$ cat src/rtl/wbuf_pkg.sv
package wbuf_pkg;

    localparam logic [7:0] CMD_SETUP   = 8'h5A;
    localparam logic [7:0] CMD_CONFIRM = 8'hC3;

    localparam int ST_READY_BIT = 7;
    localparam int ST_SEQ_BIT   = 5;
    localparam int ST_PGM_BIT   = 4;
    localparam int XS_AVAIL_BIT = 7;

    typedef enum logic [1:0] {
        SQ_IDLE,
        SQ_COUNT,
        SQ_LOAD,
        SQ_CONFIRM
    } seq_state_e;

    typedef struct packed {
        logic ready;
        logic seq_err;
        logic pgm_err;
    } stat_flags_t;

    function automatic logic [7:0] pack_status(input stat_flags_t f);
        logic [7:0] s;
        s = '0;
        s[ST_READY_BIT] = f.ready;
        s[ST_SEQ_BIT]   = f.seq_err;
        s[ST_PGM_BIT]   = f.pgm_err;
        return s;
    endfunction

    function automatic logic [7:0] pack_xstat(input logic avail);
        logic [7:0] s;
        s = '0;
        s[XS_AVAIL_BIT] = avail;
        return s;
    endfunction

endpackage

$ cat src/rtl/wbuf_store.sv
module wbuf_store #(
    parameter int DATA_W = 8,
    parameter int DEPTH  = 32,
    localparam int IDX_W = $clog2(DEPTH)
) (
    input  logic              clk,
    input  logic              rst,
    input  logic              clr,
    input  logic              we,
    input  logic [IDX_W-1:0]  widx,
    input  logic [DATA_W-1:0] wdata,
    input  logic [IDX_W-1:0]  ridx,
    output logic [DATA_W-1:0] rdata
);

    logic [DATA_W-1:0] cell_vec [DEPTH];

    for (genvar i = 0; i < DEPTH; i++) begin : g_cell
        logic [DATA_W-1:0] cell_q;
        always_ff @(posedge clk) begin
            if (rst || clr) begin
                cell_q <= '1;
            end else if (we && (widx == IDX_W'(i))) begin
                cell_q <= wdata;
            end
        end
        assign cell_vec[i] = cell_q;
    end

    assign rdata = cell_vec[ridx];

endmodule

$ cat src/rtl/wbuf_cmd_fsm.sv
module wbuf_cmd_fsm
    import wbuf_pkg::*;
#(
    parameter int ADDR_W  = 24,
    parameter int DATA_W  = 8,
    parameter int DEPTH   = 32,
    parameter int BLK_LSB = 16,
    localparam int IDX_W  = $clog2(DEPTH),
    localparam int BLK_W  = ADDR_W - BLK_LSB
) (
    input  logic              clk,
    input  logic              rst,
    input  logic              bus_we,
    input  logic [ADDR_W-1:0] bus_addr,
    input  logic [DATA_W-1:0] bus_wdata,
    input  logic              eng_busy,
    output logic              buf_clr,
    output logic              buf_we,
    output logic [IDX_W-1:0]  buf_idx,
    output logic              launch,
    output logic [ADDR_W-1:0] launch_start,
    output logic [IDX_W-1:0]  launch_last,
    output logic              avail,
    output logic              seq_err,
    output logic              pgm_err
);

    seq_state_e        state_q;
    logic [BLK_W-1:0]  block_q;
    logic [ADDR_W-1:0] start_q;
    logic [IDX_W-1:0]  last_q;
    logic [IDX_W-1:0]  loaded_q;
    logic              first_item;
    logic [7:0]        cmd;
    logic [ADDR_W-1:0] offset;
    logic              in_window;
    logic              count_ok;
    logic              setup_hit;

    assign cmd        = bus_wdata[7:0];
    assign first_item = (loaded_q == '0) && (state_q == SQ_LOAD);
    assign offset     = bus_addr - start_q;
    assign in_window  = offset <= ADDR_W'(last_q);
    assign count_ok   = (bus_wdata <= DATA_W'(DEPTH - 1)) &&
                        (bus_addr[ADDR_W-1:BLK_LSB] == block_q);
    assign setup_hit  = bus_we && (state_q == SQ_IDLE) && (cmd == CMD_SETUP);

    assign buf_clr = setup_hit && !eng_busy;
    assign buf_we  = bus_we && (state_q == SQ_LOAD) && (first_item || in_window);
    assign buf_idx = first_item ? '0 : offset[IDX_W-1:0];
    assign launch  = bus_we && (state_q == SQ_CONFIRM) && (cmd == CMD_CONFIRM);
    assign launch_start = start_q;
    assign launch_last  = last_q;

    always_ff @(posedge clk) begin
        if (rst) begin
            state_q  <= SQ_IDLE;
            block_q  <= '0;
            start_q  <= '0;
            last_q   <= '0;
            loaded_q <= '0;
            avail    <= 1'b1;
            seq_err  <= 1'b0;
            pgm_err  <= 1'b0;
        end else if (bus_we) begin
            unique case (state_q)
                SQ_IDLE: begin
                    if (cmd == CMD_SETUP) begin
                        if (eng_busy) begin
                            avail <= 1'b0;
                        end else begin
                            avail   <= 1'b1;
                            seq_err <= 1'b0;
                            pgm_err <= 1'b0;
                            block_q <= bus_addr[ADDR_W-1:BLK_LSB];
                            state_q <= SQ_COUNT;
                        end
                    end
                end
                SQ_COUNT: begin
                    if (count_ok) begin
                        last_q   <= bus_wdata[IDX_W-1:0];
                        loaded_q <= '0;
                        state_q  <= SQ_LOAD;
                    end else begin
                        seq_err <= 1'b1;
                        pgm_err <= 1'b1;
                        state_q <= SQ_IDLE;
                    end
                end
                SQ_LOAD: begin
                    if (first_item || in_window) begin
                        if (first_item) begin
                            start_q <= bus_addr;
                        end
                        if (loaded_q == last_q) begin
                            state_q <= SQ_CONFIRM;
                        end else begin
                            loaded_q <= loaded_q + 1'b1;
                        end
                    end else begin
                        seq_err <= 1'b1;
                        pgm_err <= 1'b1;
                        state_q <= SQ_IDLE;
                    end
                end
                SQ_CONFIRM: begin
                    if (cmd != CMD_CONFIRM) begin
                        seq_err <= 1'b1;
                        pgm_err <= 1'b1;
                    end
                    state_q <= SQ_IDLE;
                end
                default: state_q <= SQ_IDLE;
            endcase
        end
    end

endmodule

$ cat src/rtl/wbuf_prog_engine.sv
module wbuf_prog_engine #(
    parameter int ADDR_W     = 24,
    parameter int DATA_W     = 8,
    parameter int DEPTH      = 32,
    parameter int PROG_DELAY = 4,
    localparam int IDX_W     = $clog2(DEPTH),
    localparam int TMR_W     = (PROG_DELAY > 2) ? $clog2(PROG_DELAY) : 1
) (
    input  logic              clk,
    input  logic              rst,
    input  logic              launch,
    input  logic [ADDR_W-1:0] launch_start,
    input  logic [IDX_W-1:0]  launch_last,
    input  logic [DATA_W-1:0] rd_data,
    output logic [IDX_W-1:0]  rd_idx,
    output logic              busy,
    output logic              prog_we,
    output logic [ADDR_W-1:0] prog_addr,
    output logic [DATA_W-1:0] prog_data
);

    localparam logic [TMR_W-1:0] TMR_END = TMR_W'(PROG_DELAY - 1);

    logic [TMR_W-1:0]  tmr_q;
    logic [IDX_W-1:0]  idx_q;
    logic [IDX_W-1:0]  last_q;
    logic [ADDR_W-1:0] base_q;
    logic              step;

    assign step = busy && (tmr_q == TMR_END);

    always_ff @(posedge clk) begin
        if (rst) begin
            busy   <= 1'b0;
            tmr_q  <= '0;
            idx_q  <= '0;
            last_q <= '0;
            base_q <= '0;
        end else if (launch) begin
            busy   <= 1'b1;
            tmr_q  <= '0;
            idx_q  <= '0;
            last_q <= launch_last;
            base_q <= launch_start;
        end else if (busy) begin
            if (step) begin
                tmr_q <= '0;
                if (idx_q == last_q) begin
                    busy <= 1'b0;
                end else begin
                    idx_q <= idx_q + 1'b1;
                end
            end else begin
                tmr_q <= tmr_q + 1'b1;
            end
        end
    end

    assign rd_idx    = idx_q;
    assign prog_we   = step;
    assign prog_addr = base_q + ADDR_W'(idx_q);
    assign prog_data = rd_data;

endmodule

$ cat src/rtl/wbuf_program_seq.sv
module wbuf_program_seq
    import wbuf_pkg::*;
#(
    parameter int ADDR_W     = 24,
    parameter int DATA_W     = 8,
    parameter int DEPTH      = 32,
    parameter int BLK_LSB    = 16,
    parameter int PROG_DELAY = 4
) (
    input  logic              clk,
    input  logic              rst,
    input  logic              bus_we,
    input  logic [ADDR_W-1:0] bus_addr,
    input  logic [DATA_W-1:0] bus_wdata,
    output logic [7:0]        status_o,
    output logic [7:0]        xstat_o,
    output logic              prog_we,
    output logic [ADDR_W-1:0] prog_addr,
    output logic [DATA_W-1:0] prog_data
);

    localparam int IDX_W = $clog2(DEPTH);

    logic              buf_clr;
    logic              buf_we;
    logic [IDX_W-1:0]  buf_idx;
    logic              launch;
    logic [ADDR_W-1:0] launch_start;
    logic [IDX_W-1:0]  launch_last;
    logic              avail;
    logic              eng_busy;
    logic [IDX_W-1:0]  rd_idx;
    logic [DATA_W-1:0] rd_data;
    stat_flags_t       flags;

    wbuf_cmd_fsm #(
        .ADDR_W(ADDR_W), .DATA_W(DATA_W), .DEPTH(DEPTH), .BLK_LSB(BLK_LSB)
    ) u_fsm (
        .clk(clk), .rst(rst),
        .bus_we(bus_we), .bus_addr(bus_addr), .bus_wdata(bus_wdata),
        .eng_busy(eng_busy),
        .buf_clr(buf_clr), .buf_we(buf_we), .buf_idx(buf_idx),
        .launch(launch), .launch_start(launch_start), .launch_last(launch_last),
        .avail(avail), .seq_err(flags.seq_err), .pgm_err(flags.pgm_err)
    );

    wbuf_store #(
        .DATA_W(DATA_W), .DEPTH(DEPTH)
    ) u_store (
        .clk(clk), .rst(rst), .clr(buf_clr),
        .we(buf_we), .widx(buf_idx), .wdata(bus_wdata),
        .ridx(rd_idx), .rdata(rd_data)
    );

    wbuf_prog_engine #(
        .ADDR_W(ADDR_W), .DATA_W(DATA_W), .DEPTH(DEPTH), .PROG_DELAY(PROG_DELAY)
    ) u_eng (
        .clk(clk), .rst(rst),
        .launch(launch), .launch_start(launch_start), .launch_last(launch_last),
        .rd_data(rd_data), .rd_idx(rd_idx), .busy(eng_busy),
        .prog_we(prog_we), .prog_addr(prog_addr), .prog_data(prog_data)
    );

    assign flags.ready = !eng_busy;
    assign status_o    = pack_status(flags);
    assign xstat_o     = pack_xstat(avail);

endmodule

$ cat config.mk
export PLATFORM = sky130hd
export DESIGN_NAME = wbuf_program_seq
export DESIGN_NICKNAME = d
export VERILOG_FILES = /design/src/rtl/wbuf_pkg.sv /design/src/rtl/wbuf_store.sv /design/src/rtl/wbuf_cmd_fsm.sv /design/src/rtl/wbuf_prog_engine.sv /design/src/rtl/wbuf_program_seq.sv
export SDC_FILE = /design/constraint.sdc
export NUM_CORES = 1
export LEC_CHECK = 0
export BUFFER_PORTS_ARGS = -buffer_cell sky130_fd_sc_hd__buf_2
export CAP_MARGIN = 20
export CORE_ASPECT_RATIO = 1.2
export CORE_MARGIN = 8
export CORE_UTILIZATION = 52
export DETAILED_ROUTE_END_ITERATION = 6
export HOLD_SLACK_MARGIN = 0.08
export MAX_ROUTING_LAYER = met4
export PLACE_DENSITY_LB_ADDON = 0.15
export RECOVER_POWER = 50
export SYNTH_ARGS = -nofsm -noshare
export SYNTH_HDL_FRONTEND = slang
export SYNTH_SLANG_ARGS = --single-unit
$ cat constraint.sdc
create_clock -name clk -period 8 [get_ports clk]
set_input_delay 1.6 -clock clk [delete_from_list [all_inputs] [get_ports clk]]
set_output_delay 1.6 -clock clk [all_outputs]
set_load 0.05 [all_outputs]
==> flow_metrics.env <==
export IMPL_setup_viol=0
export IMPL_vias=12892
export IMPL_path_buf_inv=4
export IMPL_syn_area_um2=17200
export IMPL_worst_clock_skew_ns=0.0223
export IMPL_critPathRequiredTime_ns=8.38
export IMPL_grt_first_pass_wirelength_um=70300
export IMPL_ioPinCount=84
export IMPL_ctsResizeCount=0
export IMPL_final_common_cell="dfxtp_1"
export IMPL_drive_above_1_share_pct=15.0
export IMPL_cts_buffers=36
export IMPL_synth_edff_count=0
export IMPL_p_leak_uw=0.00766
export IMPL_cp_arrival_ns=7.30
export IMPL_slew_headroom_pct=-80.9
export IMPL_yosysWarningCount=0
export IMPL_maxUsedRoutingLayer="met4"
export IMPL_hold_viol=0
export IMPL_fmax_ghz=0.144
export IMPL_ys_flop_type="dfxtp_1"
export IMPL_r2r_start="u_fsm.launch_start[0]"
export IMPL_postSynthCellCount=1766
export IMPL_wire_per_inst_um=20.1
export IMPL_rsz0062_at_grt="no"
export IMPL_hpwl_um=30400
export IMPL_wl_met3_um=1880
export IMPL_drv_cap=2
export IMPL_portBuffers=71
export IMPL_htreeDepth=2
export IMPL_die_h_um=215
export IMPL_path_class="primary input to flip-flop"
export IMPL_num_rows=73
export IMPL_finalCritPeriodShare_pct=86.6
export IMPL_critPathMaxStageDelay_ns=0.85
export IMPL_drc=0
export IMPL_gp_congestion=0.890
export IMPL_rrSetupSlack_ns=1.93
export IMPL_yosys_cell_types_count=78
export IMPL_fin_util_pct=57.5
export IMPL_first_global_vias=12589
export IMPL_ys_ff_latch=339
export IMPL_hold_class="flip-flop to flip-flop"
export IMPL_grt_usage_pct=23.0
export IMPL_worst_path_max_fanout=21
export IMPL_tns_ns=0
export IMPL_wl_met2_um=22600
export IMPL_cts_sinks=339
export IMPL_violations="capacitance limit, slew limit"
export IMPL_nets=1852
export IMPL_hold_depth=2
export IMPL_core_um2=32900
export IMPL_cts_root_buf="clkbuf_16"
export IMPL_cts_buffer_depth=3
export IMPL_drt_pass1_iter_count=5
export IMPL_antenna_found_initial=0
export IMPL_reg2reg_to="u_store.g_cell[9].cell_q[5]"
export IMPL_syn2layout_area_growth_pct=9.91
export IMPL_status="complete, but fails checks"
export IMPL_post_cts_buffers=0
export IMPL_overflow=0
export IMPL_worstHoldStart="u_fsm.avail"
export IMPL_startpoint_type="primary input"
export IMPL_cts_tree="built"
export IMPL_clk_pin_slew_ns=0.06
export IMPL_postCtsHoldBufs=0
export IMPL_fin_crit_ns=6.93
export IMPL_slew_violations=74
export IMPL_cp_cell_sequence="buf_2, inv_1, ha_1, fa_1, nand2b_1, nand2b_1, a21o_1, xnor2_1, inv_1, ha_1, and3_1, a221o_1, o2bb2ai_1, or4_4, a2111oi_4, nand4_1, nor2_8, buf_12, nand3_4, mux2i_1"
export IMPL_design_die_area_um2=39200
export IMPL_placed_area_um2=17700
export IMPL_endpoint_kind="flip-flop"
export IMPL_final_cell_area_um2=18900
export IMPL_crit_family="simple AND/OR/NAND/NOR gates"
export IMPL_layout_common_cells="dfxtp_1 (338), nor2_1 (245), mux2i_1 (210)"
export IMPL_n_fill_cell=2892
export IMPL_ff2ff_path_depth=18
export IMPL_holdPathEnd="u_fsm.avail"
export IMPL_grt_max_degree=177
export IMPL_cp_slowest_cell="nand4_1"
export IMPL_syn_area_per_cell_um2=9.73
export IMPL_viasPerCell=5.82
export IMPL_drt_iter0_drc=1072
export IMPL_start_util_pct=52.3
export IMPL_clkLatencyLatePin_ns=0.53
export IMPL_ys_seq_area_share_pct=39.5
export IMPL_die_w_um=182
export IMPL_wl_um=44500
export IMPL_num_antenna_cells=0
export IMPL_antenna_left=0
export IMPL_wl_met1_um=18400
export IMPL_peakVddDrop_mv=0.135
export IMPL_async_flop_share_pct=0
export IMPL_p_per_area_nw_per_um2=196
export IMPL_tightest_slew_ns=2.71
## final cells by class
type | count | area, um^2 | area share, %
Sequential cell | 339 | 6790 | 35.9
Multi-Input combinational cell | 1246 | 9590 | 50.8
Clock buffer | 54 | 1070 | 5.67
Clock inverter | 11 | 148 | 0.782
Timing Repair Buffer | 99 | 567 | 3.00
Inverter | 56 | 210 | 1.11
Tap cell | 412 | 515 | 2.73
## cells in the mapped netlist, drive strengths merged, types with 17 or more instances
cell type,instances,area share [%]
nand2,153,3.3
o21ai,20,0.58
xor2,17,0.87
buf,40,1.8
nand3,40,2.8
ha,37,2.7
a21oi,154,4.5
mux2i,210,12
nor2,254,5.6
nor3,85,2.6
mux4,80,10
nand4,18,0.74
dfxtp,339,39
inv,56,1.2
clkbuf,96,2.1
xnor2,32,1.7
## state kept, by name (all words and copies together) (netlist names)
register	cells
u_store.g_cell.cell_q	256
u_eng.base_q	24
u_fsm.launch_start	24
u_fsm.block_q	8
u_eng.last_q	5
u_eng.rd_idx	5
u_fsm.launch_last	5
u_fsm.loaded_q	5
u_eng.tmr_q	2
u_fsm.state_q	2
u_eng.busy	1
u_fsm.avail	1
u_fsm.seq_err	1
## how the worst max path moves through the flow
stage,startpoint,endpoint,slack (ns),cells past startpoint
6_report,bus_addr[0],u_store.g_cell[9].cell_q[5],1.07,20
5_1_grt,bus_addr[0],u_store.g_cell[9].cell_q[5],0.76,20
3_3_place_gp,bus_addr[0],u_store.g_cell[5].cell_q[2],1.32,20
3_5_place_dp,bus_addr[0],u_store.g_cell[5].cell_q[1],1.21,20
2_1_floorplan,bus_addr[0],u_store.g_cell[15].cell_q[4],2.06,19
4_1_cts,bus_addr[0],u_store.g_cell[16].cell_q[0],1.76,19
## worst register-to-register path, stage by stage (launching register included)
cell and delay [ns]:
dfxtp_1 0.36, ha_1 0.22, fa_1 0.40, nand2b_1 0.20, nand2b_1 0.09, a21o_1 0.12, xnor2_1 0.23, inv_1 0.22
ha_1 0.33, and3_1 0.20, a221o_1 0.29, o2bb2ai_1 0.12, or4_4 0.53, a2111oi_4 0.32, nand4_1 0.85, nor2_8 0.75
buf_12 0.29, nand3_4 0.21, mux2i_1 0.18
## where the power goes
| part | total (uW) | switching, uW | internal [uW] |
|---|---|---|---|
| clock network | 1720 | 694 | 1030 |
| logic | 273 | 198 | 75.4 |
| registers | 1700 | 5.74 | 1690 |
## layer usage
layer,global-route usage (%),up-vias
met4,9.06,0
met3,3.32,74
met1,26.6,6286
met5,-,-
met2,39.8,305
li1,-,6227
## cell families after synthesis
group,synth area share (%)
AOI/OAI and AO/OA,8.16
xor gates and xnor gates,2.54
adders and majority gates,2.93
buffers and inverters,5.15
DFF,39.5
muxes,23.4
other,0.0218
and+or+nand+nor,18.4
## per-stage QoR
stage	hold WS [ns]	cells	power, uW	worst slack, ns
after floorplan	0.423	1777	1930	2.06
after global placement	0.429	2151	2010	1.32
after detailed placement	0.435	2151	2010	1.21
after CTS	0.446	2216	3720	1.76
after global routing	0.482	2217	3820	0.764
final	0.444	2217	3690	1.07
No activity file was read; power rests on OpenSTA's default activity.
